<file path="src/rtl/gtp_pkg.sv">
package gtp_pkg;
  localparam int NUM_CH = 2;

  // control byte: per channel a run bit and a flag bit above it
  function automatic int ctl_run_bit(input int ch);
    return 4 + 2 * ch;
  endfunction

  function automatic int ctl_flag_bit(input int ch);
    return 5 + 2 * ch;
  endfunction

  // mode byte: one nibble per channel
  function automatic int mode_ct_bit(input int ch);
    return 2 + 4 * ch;
  endfunction

  function automatic int mode_gate_bit(input int ch);
    return 3 + 4 * ch;
  endfunction
endpackage

</file>
<file path="src/rtl/gtp_fall_det.sv">
module gtp_fall_det #(
  parameter int SYNC_STAGES = 2
) (
  input  logic clk_i,
  input  logic rst_ni,
  input  logic pin_i,
  output logic fall_o
);
  localparam int SR_W = SYNC_STAGES + 1;

  logic [SR_W-1:0] sr_q;

  // idle-high reset so no spurious edge after reset
  always_ff @(posedge clk_i or negedge rst_ni) begin
    if (!rst_ni) sr_q <= '1;
    else         sr_q <= {sr_q[SR_W-2:0], pin_i};
  end

  assign fall_o = sr_q[SR_W-1] & ~sr_q[SR_W-2];

  assert_single_pulse_R6: assert property (@(posedge clk_i) disable iff (!rst_ni)
    fall_o |=> !fall_o);
endmodule

</file>
<file path="src/rtl/gtp_channel.sv">
module gtp_channel #(
  parameter int CNT_W = 16
) (
  input  logic             clk_i,
  input  logic             rst_ni,
  input  logic             tick_i,
  input  logic             fall_i,
  input  logic             run_i,
  input  logic             gate_i,
  input  logic             ct_i,
  input  logic             gate_pin_i,
  input  logic             pd_i,
  input  logic             vec_i,
  input  logic             flag_we_i,
  input  logic             flag_wd_i,
  output logic [CNT_W-1:0] cnt_o,
  output logic             flag_o
);
  logic [CNT_W-1:0] cnt_q;
  logic             flag_q;
  logic             en, inc, at_max, wrap;

  assign en     = run_i & (~gate_i | gate_pin_i) & ~pd_i;
  assign inc    = en & (ct_i ? fall_i : tick_i);
  assign at_max = &cnt_q;
  assign wrap   = inc & at_max;

  always_ff @(posedge clk_i or negedge rst_ni) begin
    if (!rst_ni)  cnt_q <= '0;
    else if (inc) cnt_q <= cnt_q + 1'b1;
  end

  // wrap beats software write beats vector clear
  always_ff @(posedge clk_i or negedge rst_ni) begin
    if (!rst_ni)        flag_q <= 1'b0;
    else if (wrap)      flag_q <= 1'b1;
    else if (flag_we_i) flag_q <= flag_wd_i;
    else if (vec_i)     flag_q <= 1'b0;
  end

  assign cnt_o  = cnt_q;
  assign flag_o = flag_q;

  assert_hold_stopped_R4: assert property (@(posedge clk_i) disable iff (!rst_ni)
    !run_i |=> cnt_q == $past(cnt_q));

  assert_hold_pd_R10: assert property (@(posedge clk_i) disable iff (!rst_ni)
    pd_i |=> cnt_q == $past(cnt_q));

  assert_gate_low_R5: assert property (@(posedge clk_i) disable iff (!rst_ni)
    (gate_i && !gate_pin_i) |=> cnt_q == $past(cnt_q));

  assert_step_one_R3: assert property (@(posedge clk_i) disable iff (!rst_ni)
    (cnt_q == $past(cnt_q)) || (cnt_q == CNT_W'($past(cnt_q) + 1'b1)));

  assert_wrap_sets_R7: assert property (@(posedge clk_i) disable iff (!rst_ni)
    (($past(cnt_q) == '1) && (cnt_q == '0)) |-> flag_q);

  assert_vec_clear_R8: assert property (@(posedge clk_i) disable iff (!rst_ni)
    (vec_i && !flag_we_i && !wrap) |=> !flag_q);

  assert_no_lost_ovf_R9: assert property (@(posedge clk_i) disable iff (!rst_ni)
    wrap |=> flag_q);
endmodule

</file>
<file path="src/rtl/gate_timer_pair.sv">
module gate_timer_pair
  import gtp_pkg::*;
#(
  parameter int CNT_W       = 16,
  parameter int SYNC_STAGES = 2
) (
  input  logic             clk_i,
  input  logic             rst_ni,
  input  logic             tick_i,
  input  logic             pd_i,
  input  logic             ctl_we_i,
  input  logic [7:0]       ctl_wdata_i,
  input  logic             mode_we_i,
  input  logic [7:0]       mode_wdata_i,
  input  logic [1:0]       gate_pin_i,
  input  logic [1:0]       cnt_pin_i,
  input  logic [1:0]       vec_ack_i,
  output logic [7:0]       ctl_o,
  output logic [7:0]       mode_o,
  output logic [CNT_W-1:0] cnt0_o,
  output logic [CNT_W-1:0] cnt1_o,
  output logic [1:0]       ovf_o
);
  logic [7:0]       ctl_q;    // flag positions unused here, flags live in channels
  logic [7:0]       mode_q;
  logic [CNT_W-1:0] cnt_w [NUM_CH];
  logic [NUM_CH-1:0] flag_w;
  logic [NUM_CH-1:0] fall_w;

  always_ff @(posedge clk_i or negedge rst_ni) begin
    if (!rst_ni)       ctl_q <= '0;
    else if (ctl_we_i) ctl_q <= ctl_wdata_i;
  end

  always_ff @(posedge clk_i or negedge rst_ni) begin
    if (!rst_ni)        mode_q <= '0;
    else if (mode_we_i) mode_q <= mode_wdata_i;
  end

  for (genvar ch = 0; ch < NUM_CH; ch++) begin : g_ch
    gtp_fall_det #(.SYNC_STAGES(SYNC_STAGES)) i_fall (
      .clk_i  (clk_i),
      .rst_ni (rst_ni),
      .pin_i  (cnt_pin_i[ch]),
      .fall_o (fall_w[ch])
    );

    gtp_channel #(.CNT_W(CNT_W)) i_chan (
      .clk_i      (clk_i),
      .rst_ni     (rst_ni),
      .tick_i     (tick_i),
      .fall_i     (fall_w[ch]),
      .run_i      (ctl_q[ctl_run_bit(ch)]),
      .gate_i     (mode_q[mode_gate_bit(ch)]),
      .ct_i       (mode_q[mode_ct_bit(ch)]),
      .gate_pin_i (gate_pin_i[ch]),
      .pd_i       (pd_i),
      .vec_i      (vec_ack_i[ch]),
      .flag_we_i  (ctl_we_i),
      .flag_wd_i  (ctl_wdata_i[ctl_flag_bit(ch)]),
      .cnt_o      (cnt_w[ch]),
      .flag_o     (flag_w[ch])
    );
  end

  always_comb begin
    ctl_o = ctl_q;
    for (int ch = 0; ch < NUM_CH; ch++) ctl_o[ctl_flag_bit(ch)] = flag_w[ch];
  end

  assign mode_o = mode_q;
  assign cnt0_o = cnt_w[0];
  assign cnt1_o = cnt_w[1];
  assign ovf_o  = flag_w;

  assert_ctl_readback_R2: assert property (@(posedge clk_i) disable iff (!rst_ni)
    ctl_we_i |=> (ctl_o[3:0] == $past(ctl_wdata_i[3:0])) &&
                 (ctl_o[6] == $past(ctl_wdata_i[6])) && (ctl_o[4] == $past(ctl_wdata_i[4])));

  assert_mode_readback_R2: assert property (@(posedge clk_i) disable iff (!rst_ni)
    mode_we_i |=> mode_o == $past(mode_wdata_i));

  assert_flags_mirror_R9: assert property (@(posedge clk_i) disable iff (!rst_ni)
    (ctl_o[7] == ovf_o[1]) && (ctl_o[5] == ovf_o[0]));
endmodule

</file>
<file path="config.mk">
export PLATFORM = sky130hd
export DESIGN_NAME = gate_timer_pair
export DESIGN_NICKNAME = d
export VERILOG_FILES = /design/src/rtl/gtp_pkg.sv /design/src/rtl/gtp_fall_det.sv /design/src/rtl/gtp_channel.sv /design/src/rtl/gate_timer_pair.sv
export SDC_FILE = /design/constraint.sdc
export NUM_CORES = 1
export LEC_CHECK = 0
export BUFFER_PORTS_ARGS = -buffer_cell sky130_fd_sc_hd__buf_2
export CORE_ASPECT_RATIO = 0.9
export CORE_UTILIZATION = 35
export DETAILED_ROUTE_END_ITERATION = 12
export PLACE_DENSITY_LB_ADDON = 0.12
export SYNTH_ARGS = -nofsm -noshare
export SYNTH_HDL_FRONTEND = slang
export SYNTH_SLANG_ARGS = --single-unit
</file>
<file path="constraint.sdc">
create_clock -name clk_i -period 1.85 [get_ports clk_i]
set_input_delay 0.185 -clock clk_i [delete_from_list [all_inputs] [get_ports clk_i]]
set_output_delay 0.185 -clock clk_i [all_outputs]
set_load 0.02 [all_outputs]
</file>
==> results.yml <==
run_status:
  status: "finished, final reports clean"
grt:
  grt_start_max_net_pins: 31
  antenna_found_initial: 0
  grt_pass1_wl_mm: 7.78
  grt_pass1_vias: 1645
  grt_usage: 0.141
  overflow: 0
cts:
  numCtsBuffers: 5
  clockBufferDepth: 2
  cts_setup_buffers: 0
  clockRootBuffer: "clkbuf_8"
  htreeDepth: 2
  cts_resized: 0
  clk_pin_slew_ns: 0.09
  cts_tree: "done"
  clock_latency_ns: 0.30
  cts_sinks: 54
  hold_buffers: 3
yosys:
  synth_most_common_cell: "dfrtp_1"
  ys_top_cells_by_area: "dfrtp_1, mux2_2, dfstp_2"
  synth_cell_types: 37
  synth_edf_count: 0
  syn_area_per_cell_um2: 12.3
  netlist_area_um2: 2420
  ys_ff_latch: 54
  netlist_instances: 197
  synth.top_cell.area_share: 0.497
  synth_nets: 227
  seq_area_frac_synth: 0.562
  synth_ff_type: "dfrtp_1"
  async_flop_share: 1.00
  yosysWarnings: 0
  synthTopCellsByCount: "dfrtp_1, xnor2_1, mux2_2"
  yosys.area.top_type: "dfrtp_1"
floorplanning:
  die_y_um: 80.9
  fp.dieW_um: 89.6
  initial_utilization: 0.365
  rows: 28
  core_um2: 6620
  die-area_um2: 7250
  ios: 78
placed_design:
  place.gp.congestion: 0.724
  post-dp-hpwl_mm: 3.64
  numPortBuffers: 77
  postPlaceCellArea_um2: 2870
drt:
  totalWireLength_mm: 4.85
  vias_per_cell: 4.71
  drcViolationCount: 0
  drtAntennaViolNets: 0
  firstDrtPassIters: 4
  first_iter_violations: 93
  wl_per_cell_um: 13.3
  vias: 1719
timing:
  slew_viol_final: 0
  rsz0062_at_grt: "false"
  tightest_slew_ns: 0.584
  fmax_mhz: 611
  finalSetupViolations: 0
  period_needed_ns: 1.64
  setup_tns_ns: 0
  period_share: 0.885
  fin_skew_ns: 0.0102
  max_slew_margin: 0.611
  hold_viol: 0
power_and_ir_drop:
  power.leakage_uw: 0.00146
  pwr-share-seq: 0.548
  p_per_area_nw_per_um2: 867
  p_int_uw: 1810
  vdd_drop_max_v: 0.000448
  p_clk_frac: 0.257
  netSwitchingPower_uw: 775
  comb_power_share: 0.194
  swShare: 0.299
critical_path:
  crit_arrival_ns: 1.84
  critPathCaptureType: "flip-flop"
  required_ns: 2.06
  start_kind: "flip-flop"
  cp_max_fo: 5
  worstSetupPathType: "reg -> reg"
final_layout:
  postLayoutCellArea_um2: 2990
  syn_to_final_growth_pct: 23.5
  drive_above_1_share: 0.418
  final_nets: 304
  n_antenna_cell: 0
hold_path:
  hold_class: "in -> reg"
job:
  maxCapViolations: 0
sequential cells by signal, indices dropped and copies added (netlist names):
name	cells
g_ch.i_chan.flag_o	2
ctl_q	6
mode_o	8
g_ch.i_fall.sr_q	6
g_ch.i_chan.cnt_o	32
placed cells by master (no fill, tap or decap), types with 2 or more instances in the layout:
master	n
a22oi_1	2
and2_1	2
and3_1	4
and4_1	2
buf_2	77
buf_4	3
clkbuf_1	2
clkbuf_8	6
dfrtp_1	48
dfstp_2	6
dlygate4sd3_1	3
ha_1	2
inv_1	5
mux2_2	15
nand2_1	13
nand2b_1	4
nand3_1	8
nand4_1	10
nor2_1	4
nor2b_1	3
nor3_1	6
nor4_1	4
nor4_2	2
xnor2_1	17
xor2_1	13
worst max-delay path, cell delays in order (launching register included):
cell and delay [ns]:
dfrtp_1 0.43, ha_1 0.21, and3_1 0.23, nand2_1 0.12
or3_1 0.38, o31ai_2 0.19
per-layer routing:
metal | track usage | wire (um) | up-vias
met5 | 0 | 0 | -
met4 | 0.0333 | 21 | 0
met3 | 0.0376 | 324 | 2
met2 | 0.227 | 2130 | 57
met1 | 0.189 | 2370 | 826
li1 | - | - | 834
worst paths after layout:
path,startpoint,endpoint,slack (ns),depth (start not counted)
min in group asynchronous,rst_ni,g_ch[0].i_chan.cnt_o[9],0.41,2
max in group asynchronous,rst_ni,g_ch[1].i_chan.cnt_o[10],0.87,3
hold / removal,ctl_wdata_i[1],ctl_q[1],0.11,2
setup / recovery,g_ch[1].i_chan.cnt_o[0],g_ch[1].i_chan.flag_o,0.21,5
setup reg to reg,g_ch[1].i_chan.cnt_o[0],g_ch[1].i_chan.flag_o,0.21,5
hold reg to reg,g_ch[0].i_fall.sr_q[0],g_ch[0].i_fall.sr_q[1],0.36,0
layout make-up:
type,count,area [um^2]
Fill cell,644,3630
Sequential cell,54,1360
Tap cell,90,113
Inverter,5,18.8
Multi-Input combinational cell,124,948
Timing Repair Buffer,84,458
Clock buffer,8,90.1
power groups by stage:
stage	registers (uW)	logic [uW]	clock network (uW)
finish	1420	504	666
detailed placement	1440	505	0
CTS	1420	513	707
global placement	1440	505	0
floorplan	1540	219	0
global route	1440	567	751
through the flow:
stage | total power (uW) | std cells | setup slack [ns] | util | hold WS (ns)
floorplan | 1760 | 197 | 0.262 | - | -0.111
detailed placement | 1950 | 354 | 0.227 | 0.433 | 0.224
finish | 2590 | 365 | 0.213 | 0.451 | 0.115
global route | 2760 | 365 | 0.0629 | 0.451 | 0.0961
CTS | 2640 | 365 | 0.204 | 0.451 | 0.102
global placement | 1950 | 354 | 0.264 | 0.433 | 0.222
logic make-up (layout without fill, tap and decap cells):
logic type | count (synthesis) | after routing | synth area share
flip-flops | 54 | 54 | 0.562
AND/OR/NAND/NOR | 69 | 69 | 0.173
adder cells (fa/ha/maj) | 2 | 2 | 0.0103
multiplexers | 15 | 15 | 0.0698
XOR/XNOR | 30 | 30 | 0.109
AO/OA/AOI/OAI | 8 | 8 | 0.0300
buffers and inverters | 19 | 97 | 0.0460
(Power assumes the default switching activity.)
